--- src/rtl/scom_bridge_pkg.sv ---
package scom_bridge_pkg;

  typedef enum logic [1:0] {
    ACT_FWD  = 2'd0,
    ACT_ZERO = 2'd1,
    ACT_ID   = 2'd2,
    ACT_DROP = 2'd3
  } scom_act_e;

  typedef enum logic [1:0] {
    ST_IDLE  = 2'd0,
    ST_DREQ  = 2'd1,
    ST_DWAIT = 2'd2
  } scom_state_e;

  localparam logic [31:0] IDENT_REG = 32'h000f_000f;

  function automatic logic [63:0] lane_swap(input logic [63:0] d);
    logic [63:0] r;
    for (int i = 0; i < 8; i++) begin
      r[8*i +: 8] = d[8*(7-i) +: 8];
    end
    return r;
  endfunction

endpackage

--- src/rtl/scom_addr_filter.sv ---
module scom_addr_filter
  import scom_bridge_pkg::*;
#(
  parameter int RAW = 32
) (
  input  logic [RAW-1:0] reg_addr,
  input  logic           is_write,
  output scom_act_e      act
);

  logic [31:0] a32;
  logic        quiet_grp;
  logic        rd_only_grp;
  logic        wr_only_grp;

  generate
    if (RAW >= 32) begin : g_wide
      logic hi_zero;
      if (RAW > 32) begin : g_hi
        assign hi_zero = (reg_addr[RAW-1:32] == '0);
      end else begin : g_nohi
        assign hi_zero = 1'b1;
      end
      assign a32 = hi_zero ? reg_addr[31:0] : 32'hffff_ffff;
    end else begin : g_narrow
      assign a32 = {{(32-RAW){1'b0}}, reg_addr};
    end
  endgenerate

  always_comb begin
    quiet_grp = 1'b0;
    case (a32)
      32'h0001_8002, 32'h0101_0c00, 32'h0101_0c03,
      32'h0102_0013, 32'h0102_0014, 32'h000f_0033, 32'h000f_0034,
      32'h0009_0012, 32'h0009_0013, 32'h0009_0018,
      32'h0202_0007, 32'h0202_0009, 32'h0202_000f: quiet_grp = 1'b1;
      default: quiet_grp = 1'b0;
    endcase
  end

  always_comb begin
    rd_only_grp = (a32 == 32'h0201_3f01) || (a32 == 32'h0201_3f05);
    wr_only_grp = (a32 == 32'h0101_0c01) || (a32 == 32'h0101_0c02) ||
                  (a32 == 32'h0101_0c04) || (a32 == 32'h0101_0c05);
  end

  always_comb begin
    act = ACT_FWD;
    if (a32 == IDENT_REG) begin
      act = is_write ? ACT_DROP : ACT_ID;
    end else if (is_write) begin
      if (quiet_grp || wr_only_grp) act = ACT_DROP;
    end else begin
      if (quiet_grp || rd_only_grp) act = ACT_ZERO;
    end
  end

endmodule

--- src/rtl/scom_cpl_status.sv ---
module scom_cpl_status (
  input  logic       clk,
  input  logic       rst,
  input  logic       set_done,
  input  logic       set_fail,
  input  logic       clr_en,
  input  logic [1:0] clr_mask,
  output logic       done,
  output logic       fail
);

  always_ff @(posedge clk) begin
    if (rst) begin
      done <= 1'b0;
      fail <= 1'b0;
    end else begin
      done <= (done & ~(clr_en & clr_mask[0])) | set_done;
      fail <= (fail & ~(clr_en & clr_mask[1])) | set_fail;
    end
  end

endmodule

--- src/rtl/scom_bridge.sv ---
module scom_bridge
  import scom_bridge_pkg::*;
#(
  parameter int          RAW     = 32,
  parameter int          DW      = 64,
  parameter logic [63:0] CHIP_ID = 64'h0000_0120_d049_8000
) (
  input  logic              clk,
  input  logic              rst,
  input  logic              mmio_req_valid,
  output logic              mmio_req_ready,
  input  logic              mmio_req_write,
  input  logic [RAW+3:0]    mmio_req_addr,
  input  logic [3:0]        mmio_req_size,
  input  logic [DW-1:0]     mmio_req_wdata,
  output logic              mmio_rsp_valid,
  output logic              mmio_rsp_err,
  output logic [DW-1:0]     mmio_rsp_rdata,
  output logic              dn_req_valid,
  input  logic              dn_req_ready,
  output logic              dn_req_write,
  output logic [RAW+2:0]    dn_req_addr,
  output logic [DW-1:0]     dn_req_wdata,
  input  logic              dn_rsp_valid,
  input  logic              dn_rsp_err,
  input  logic [DW-1:0]     dn_rsp_rdata
);

  localparam int MAW        = RAW + 4;
  localparam int WORD_BYTES = DW / 8;

  scom_state_e    state;
  scom_act_e      act;
  logic [RAW-1:0] reg_addr;
  logic           acc;
  logic           shape_ok;
  logic           in_status;
  logic           st_done;
  logic           st_fail;
  logic           set_done;
  logic           set_fail;
  logic           clr_en;
  logic           dn_fin;

  assign reg_addr       = mmio_req_addr[MAW-2:3];
  assign in_status      = mmio_req_addr[MAW-1];
  assign shape_ok       = (mmio_req_size == 4'(WORD_BYTES)) && (mmio_req_addr[2:0] == 3'b000);
  assign mmio_req_ready = (state == ST_IDLE);
  assign acc            = mmio_req_valid && mmio_req_ready;
  assign dn_fin         = (state == ST_DWAIT) && dn_rsp_valid;

  scom_addr_filter #(.RAW(RAW)) u_filter (
    .reg_addr (reg_addr),
    .is_write (mmio_req_write),
    .act      (act)
  );

  assign set_done = (acc && shape_ok && !in_status && (act != ACT_FWD)) || dn_fin;
  assign set_fail = dn_fin && dn_rsp_err;
  assign clr_en   = acc && shape_ok && in_status && mmio_req_write;

  scom_cpl_status u_status (
    .clk      (clk),
    .rst      (rst),
    .set_done (set_done),
    .set_fail (set_fail),
    .clr_en   (clr_en),
    .clr_mask (mmio_req_wdata[1:0]),
    .done     (st_done),
    .fail     (st_fail)
  );

  always_ff @(posedge clk) begin
    if (rst) begin
      state          <= ST_IDLE;
      mmio_rsp_valid <= 1'b0;
      mmio_rsp_err   <= 1'b0;
      mmio_rsp_rdata <= '0;
      dn_req_valid   <= 1'b0;
      dn_req_write   <= 1'b0;
      dn_req_addr    <= '0;
      dn_req_wdata   <= '0;
    end else begin
      mmio_rsp_valid <= 1'b0;
      mmio_rsp_err   <= 1'b0;
      case (state)
        ST_IDLE: begin
          if (acc) begin
            if (!shape_ok) begin
              mmio_rsp_valid <= 1'b1;
              mmio_rsp_err   <= 1'b1;
              mmio_rsp_rdata <= '0;
            end else if (in_status) begin
              mmio_rsp_valid <= 1'b1;
              mmio_rsp_rdata <= mmio_req_write ? '0 : DW'({st_fail, st_done});
            end else begin
              case (act)
                ACT_ID: begin
                  mmio_rsp_valid <= 1'b1;
                  mmio_rsp_rdata <= lane_swap(CHIP_ID);
                end
                ACT_ZERO, ACT_DROP: begin
                  mmio_rsp_valid <= 1'b1;
                  mmio_rsp_rdata <= '0;
                end
                default: begin
                  dn_req_valid <= 1'b1;
                  dn_req_write <= mmio_req_write;
                  dn_req_addr  <= {reg_addr, 3'b000};
                  dn_req_wdata <= lane_swap(mmio_req_wdata);
                  state        <= ST_DREQ;
                end
              endcase
            end
          end
        end
        ST_DREQ: begin
          if (dn_req_ready) begin
            dn_req_valid <= 1'b0;
            state        <= ST_DWAIT;
          end
        end
        ST_DWAIT: begin
          if (dn_rsp_valid) begin
            mmio_rsp_valid <= 1'b1;
            mmio_rsp_rdata <= (dn_rsp_err || dn_req_write) ? '0 : lane_swap(dn_rsp_rdata);
            state          <= ST_IDLE;
          end
        end
        default: state <= ST_IDLE;
      endcase
    end
  end

endmodule

--- config.mk ---
export PLATFORM = sky130hd
export DESIGN_NAME = scom_bridge
export DESIGN_NICKNAME = d
export VERILOG_FILES = /design/src/rtl/scom_bridge_pkg.sv /design/src/rtl/scom_addr_filter.sv /design/src/rtl/scom_cpl_status.sv /design/src/rtl/scom_bridge.sv
export SDC_FILE = /design/constraint.sdc
export NUM_CORES = 1
export LEC_CHECK = 0
export BUFFER_PORTS_ARGS = -buffer_cell sky130_fd_sc_hd__buf_2
export CAP_MARGIN = 20
export CORE_MARGIN = 2
export CORE_UTILIZATION = 25
export DETAILED_ROUTE_END_ITERATION = 6
export GPL_TIMING_DRIVEN = 0
export PLACE_DENSITY = 0.61
export SETUP_SLACK_MARGIN = 0.1
export SLEW_MARGIN = 30
export SYNTH_ARGS = -nofsm -noshare
export SYNTH_HDL_FRONTEND = slang
export SYNTH_SLANG_ARGS = --single-unit
--- constraint.sdc ---
create_clock -name clk -period 3.9 [get_ports clk]
set_clock_uncertainty 0.15 [all_clocks]
set_input_delay 0.39 -clock clk [delete_from_list [all_inputs] [get_ports clk]]
set_output_delay 0.39 -clock clk [all_outputs]
set_load 0.02 [all_outputs]
======== Word-level counts from Yosys, hierarchy flattened ========
Cells that the tools add are included.
storage, ports and cells
  input bits .............................. 175
  logic and storage cells ................. 120
  output and inout bits ................... 168
  bits in registers ....................... 168
cells by class
  reductions and logical operators ........ 31
  equal/unequal tests ..................... 33
  bitwise operators ....................... 12
  muxes and demuxes ....................... 34
operators by type and width
  operator                number
  $mux W64                5
  $eq A32 B25 Y1 const B  8
  $pmux W64 S2            2
  $eq A32 B20 Y1 const B  6
  $eq A32 B26 Y1 const B  5
  $eq A32 B17 Y1 const B  1
  $mux W2                 10
  $mux W1                 14
  $reduce_or A13 Y1       1
  $reduce_and A6 Y1       2
  $logic_and A1 B1 Y1     9
  $logic_or A1 B1 Y1      8
  $ne A2 B2 Y1 const B    4
  $eq A2 B2 Y1 const B    3
  $not A1 Y1              6
  $pmux W2 S3             1
  $reduce_bool A2 Y1      3
  $reduce_or A3 Y1        2
  $ne A5 B3 Y1 const B    1
  $reduce_and A5 Y1       1
  $and A1 B1 Y1           4
  $eq A2 B1 Y1 const B    2
  $eq A4 B4 Y1 const B    1
  $ne A2 B1 Y1 const B    2
  other kinds (7)         9

======== Logic depth before layout (Yosys ltp) ========
  depth after elaboration ................. 15
  gate-level depth with buffers ........... 10
  depth with buffers taken out ............ 6

======== By module ========
From an unflattened synthesis, not the netlist that was laid out.
unflattened totals
  cells, all modules ...................... 724
  area, all modules ....................... 6817.8 um2
by module, submodules not included
  module            sequential area each (um2)  area an instance (um2)  cells an instance  times used
  scom_bridge       3323.2                      6306.0                  655                1
  scom_addr_filter  0.0                         439.2                   61                 1
  scom_cpl_status   40.0                        72.6                    8                  1

======== Worst setup path after synthesis ========
No wires, ideal clock.
  path type ............................... input -> register
  start point ............................. input port mmio_req_addr[7]
  end point ............................... register mmio_rsp_rdata[10]
  stages .................................. 10
  path buffers ............................ 4
  arrival time ............................ 2409 ps
  required time ........................... 3633 ps
  library setup time ...................... 117 ps
  setup slack ............................. 1224 ps
  cell sequence ........................... or4_1 buf_2 a2111oi_4 a32oi_1 o211ai_4 buf_6 o21bai_2 buf_6 buf_6 a32o_1
between the ends
  cells in the longest elaborated chain, start to end .. 12
  elaborated cells on any way between the ends .. 38
  those cells by class .................... eq/ne (24); mux (5); reduce/logical (9)
RTL lines
  element                                                                 RTL line                text
  from (decl)                                                             scom_bridge.sv:13       input logic [RAW+3:0] mmio_req_addr,
  parallel branches: the longest is 7 deep, another holds $eq A32 B17 Y1  --
  $mux W2 *                                                               scom_addr_filter.sv:49  if (a32 == IDENT_REG) begin
  $eq A2 B1 Y1 / $eq A2 B2 Y1 (equally long branches)                     scom_bridge.sv:97       case (act)
  $reduce_or A2 Y1                                                        --
  $ne A5 B3 Y1 (no source line) *                                         --
  $reduce_and A4 Y1 (no source line) *                                    --
  to (signal assigned)                                                    scom_bridge.sv:95       mmio_rsp_rdata <= mmio_req_write ? '0 : DW'({st_fail, st_done});
  to (signal assigned)                                                    scom_bridge.sv:100      mmio_rsp_rdata <= lane_swap(CHIP_ID);
  to (signal assigned)                                                    scom_bridge.sv:126      mmio_rsp_rdata <= (dn_rsp_err || dn_req_write) ? '0 : lane_swap(dn_rsp_rdata);
  to (decl)                                                               scom_bridge.sv:18       output logic [DW-1:0] mmio_rsp_rdata,
Every way passes the cells marked *.
A chain may end at the register's enable or synchronous reset.

======== Worst setup path after layout ========
  start point ............................. input port mmio_req_size[2]
  end point ............................... register dn_req_addr[24]
between the ends
  cells in the longest elaborated chain, start to end .. 3
RTL lines
  element                             RTL line            text
  from (decl)                         scom_bridge.sv:14   input logic [3:0] mmio_req_size,
  $eq A4 B4 Y1                        scom_bridge.sv:47   assign shape_ok = (mmio_req_size == 4'(WORD_BYTES)) && (mmio_req_addr[2:0] == 3'b000);
  $logic_and A1 B1 Y1                 scom_bridge.sv:47
  $reduce_and A5 Y1 (no source line)  --
  to (signal assigned)                scom_bridge.sv:109  dn_req_addr <= {reg_addr, 3'b000};
  to (decl)                           scom_bridge.sv:22   output logic [RAW+2:0] dn_req_addr,
Every way passes these cells.

==> impl_results.md <==
- Result of the run: finished, violations left
- Failing checks: design-rule violations
- Antenna violations before repair: 3
- Top routing layer in use: met5
- Pin count of the biggest net entering global routing: 19
- Power per Cell Area: 389.7 nW/um2
- Initial detailed-routing violation count: between 300 and 400
- Hold Path Depth: 2
- Final ANT Viol Nets: 0
- Least-Margin Pin Slew: 0.7639 ns
- Clock latency of the later-clocked register in the worst-skew pair: between 0.4 and 0.5 ns
- Max capacitance violation total: 0
- Top cell family by delay on the critical path: simple AND/OR/NAND/NOR gates
- Cells after synthesis: between 700 and 800
- Net switching share of the total power: 0.2650
- Die extent in y: 167.4 um
- Sequential cell area fraction in the yosys report: 0.5041
- Time the worst path needs with I/O delays and setup: a little over 3 ns
- Synthesis Warnings: 0
- Gp weighted congestion: 0.8317
- Sequential power share: 0.470
- Start-to-end type of the worst setup path: input pin to flip-flop
- Buffering stage count on the worst path with inverters included: 4
- Netlist area before placement: 6671 um2
- Overall track demand over capacity in global routing: 0.1735
- Critical-path maximum fanout: 10
- Clock root buffer master: clkbuf_16
- Clock tree from TritonCTS: built
- Via count of the first global-routing pass: 6,739
- Post-route fraction of the period consumed by the critical path: 0.7837
- Total die area: between 20,000 and 30,000 um2
- Startpoint class of the critical path: input pin
- Placement row count: a little under 60
- Cell internal power dissipation: 2694 uW
- Setup violation total in the final timing report: 0
- Worst slack on hold paths: 0.02800 ns
- Horizontal die dimension: 167.4 um
- Number of gates resized after cts: 0
- DR WL met2: 12,640 um
- Clock sink count: between 150 and 200
- Maximum VDD drop: approximately 250 uV
- Count of pins on the block boundary: 343
- Fraction of layout instances using a drive strength above 1: 0.3573
- Post-route setup TNS: 0 ns
- Final number of hold-violating endpoints: 0
- Wire length of the first global-routing pass: approximately 38,000 um
- Tightest Hold Check Type: input pin to flip-flop
- Commonest register cell after synthesis: dfxtp_1
- Placed wire-length estimate after detailed placement: 19,640 um
- Max Clk Rate: 0.3272 GHz
- Final #Nets: 1,276
- Cell breakdown of the critical path: buf_2 -> nor4b_1 -> nand3_1 -> nor2_1 -> and3_1 -> clkbuf_1 -> buf_2 -> clkbuf_1 -> nand3_1 -> a21oi_1
- Total overflow reported by the global router: 0
- Post-route met1 wirelength: 10,450 um
- Slowest CP cell: nor4b_1
- Initial core utilization: 0.2553
- Arrival time at the worst endpoint: 3.26 ns
- Total instance count after detailed placement: roughly 1,400
- Setup crit end kind: flip-flop
- Length of routed met3 wiring: about 2100 um
- Relative contribution of the clock network to total power: 0.468
- Depth of the worst register-to-register path: 9
- Via count: 7,197
- Final wirelength: between 20,000 and 30,000 um
- Number of iterations in the first detailed-routing pass: 7
- Comb power frac: 0.062
- Stages on worst setup path: 10
- Non-filler cells in the finished layout: 1,451
- Area inside the core boundary: 26,130 um2
- Clock transition at the registers of the reported paths: 0.07 ns
- Number of enable-type register cells in the synthesized netlist: 0
- Worst-case clock buffer depth: 2
- Buffers added on ports: 337
- Number of clock buffers inserted by TritonCTS: 17
- Slew Limit Fails: 0
- Number of H-tree branching levels: 4
- Number of distinct library cell variants in the gate-level netlist after synthesis: 53
- Share of synthesized flip-flops with an asynchronous set or reset: 0
- Normalized max-slew margin: 0.4860
- Critical Path RT: 4.10 ns
- Leakage: 0.003992 uW
- Via density per instance: 4.960
- Unrepaired setup endpoints after global routing: false
- Worst stage delay on the critical path: 0.50 ns
- Register bit count reported by yosys: 168
- Switching pwr: slightly below 1000 uW
- Area added between synthesis and finish: 41.02%
- Residual DRC count: 31
- Average cell area after synthesis: 9.015 um2
- Routed length per instance: 17.67 um
layer usage:
metal / vias up / track usage
met2: 296 / 0.3029
met4: 2 / 0.05520
met1: 3384 / 0.2060
li1: 3492 / -
met5: - / 0
met3: 23 / 0.04916
worst paths after layout:
check | from | to | slack [ns]
max | mmio_req_size[2] | dn_req_addr[24]$_SDFFE_PP0P_ | 0.84
min | dn_rsp_rdata[13] | mmio_rsp_rdata[53]$_SDFFE_PP0P_ | 0.03
max reg2reg | state[0]$_SDFFE_PP0P_ | dn_req_addr[24]$_SDFFE_PP0P_ | 0.90
min reg2reg | mmio_rsp_rdata[29]$_SDFFE_PP0P_ | mmio_rsp_rdata[29]$_SDFFE_PP0P_ | 0.31
stage by stage:
stage	util	area [um2]	setup slack [ns]	total power [uW]
after CTS	0.3598	9403	0.7982	3724
after detailed placement	0.3362	8785	0.3503	1990
after global routing	0.3600	9408	0.4145	3810
after floorplan	-	6679	1.224	1850
final	0.3600	9408	0.8435	3666
after global placement	0.3362	8785	0.3701	1990
synthesized netlist by cell type (2+ instances only):
library cell	n	share of area
buf_4	4	0.0045
a32o_1	53	0.080
nand4_1	6	0.0056
and2_1	5	0.0047
a211oi_1	3	0.0034
nand3b_1	3	0.0034
nor2_1	14	0.0079
a21boi_0	2	0.0022
or2_2	2	0.0019
or4b_1	2	0.0030
o21ai_0	94	0.071
or3b_2	2	0.0026
nand2_1	26	0.015
buf_6	7	0.012
mux2_2	2	0.0034
a21oi_1	100	0.075
clkbuf_1	55	0.031
o21ai_1	4	0.0030
nor3_1	9	0.0068
nor2b_1	4	0.0038
buf_2	4	0.0030
inv_1	6	0.0034
or4_1	5	0.0056
nor4_1	7	0.0066
a31oi_1	2	0.0019
nor3b_1	2	0.0022
buf_1	10	0.0056
dfxtp_1	168	0.50
nand2b_1	4	0.0038
nand3_1	101	0.076
a22oi_1	12	0.014
cell families after synthesis:
family          Yosys count  synth area share
flops                   168            0.5041
buf+inv                  87           0.05983
other cells               1         0.0005621
simple gates            200            0.1600
mux                       2          0.003376
compound gates          282            0.2721
worst reg2reg max path, stage by stage, from the launching register on:
cell,delay (ns)
dfxtp_1,0.36
nor2_1,0.34
nand2_1,0.13
nor2_1,0.26
and3_1,0.19
clkbuf_1,0.41
buf_2,0.38
clkbuf_1,0.40
nand3_1,0.16
a21oi_1,0.16
timing repair:
item,4_1_cts,5_1_grt
setup buffers,0,0
hold buffers,3,0
hold endpoints to repair,3,0
registers in the layout, indices dropped and copies added, names as in the netlist:
signal and flops:
dn_req_addr 32, dn_req_valid 1, dn_req_wdata 64, dn_req_write 1
mmio_rsp_err 1, mmio_rsp_rdata 64, mmio_rsp_valid 1, state 2
u_status.done 1, u_status.fail 1
layout by cell type, fill, tap and decap left out, types with 9 or more instances in the layout:
cell / netlist / layout
a22oi_1: 12 / 12
a21oi_1: 100 / 100
nor3_1: 9 / 9
nand2_1: 26 / 26
nand3_1: 101 / 101
clkbuf_1: 55 / 55
a32o_1: 53 / 53
dfxtp_1: 168 / 168
nor2_1: 14 / 14
buf_1: 10 / 10
buf_2: 4 / 341
o21ai_0: 94 / 94
clkbuf_16: 0 / 17
power groups by stage:
stage               Combinational (uW)  Clock, uW  Sequential [uW]
finish                             227       1710             1720
global route                       246       1840             1730
CTS                                228       1770             1720
detailed placement                 225          0             1770
global placement                   225          0             1760
floorplan                         75.3          0             1770
cell type report:
type / instances / area, um2
repair buffers: 340 / 1717
multi-input cells: 487 / 2917
fillers: 2798 / 16720
well taps: 335 / 419.2
flip-flops and latches: 168 / 3363
clock inverters: 14 / 148.9
inverters: 7 / 26.28
diodes: 2 / 5.005
plain buffers: 80 / 372.9
clock buffers: 18 / 439.2
No activity file was read; power rests on OpenSTA's default activity.
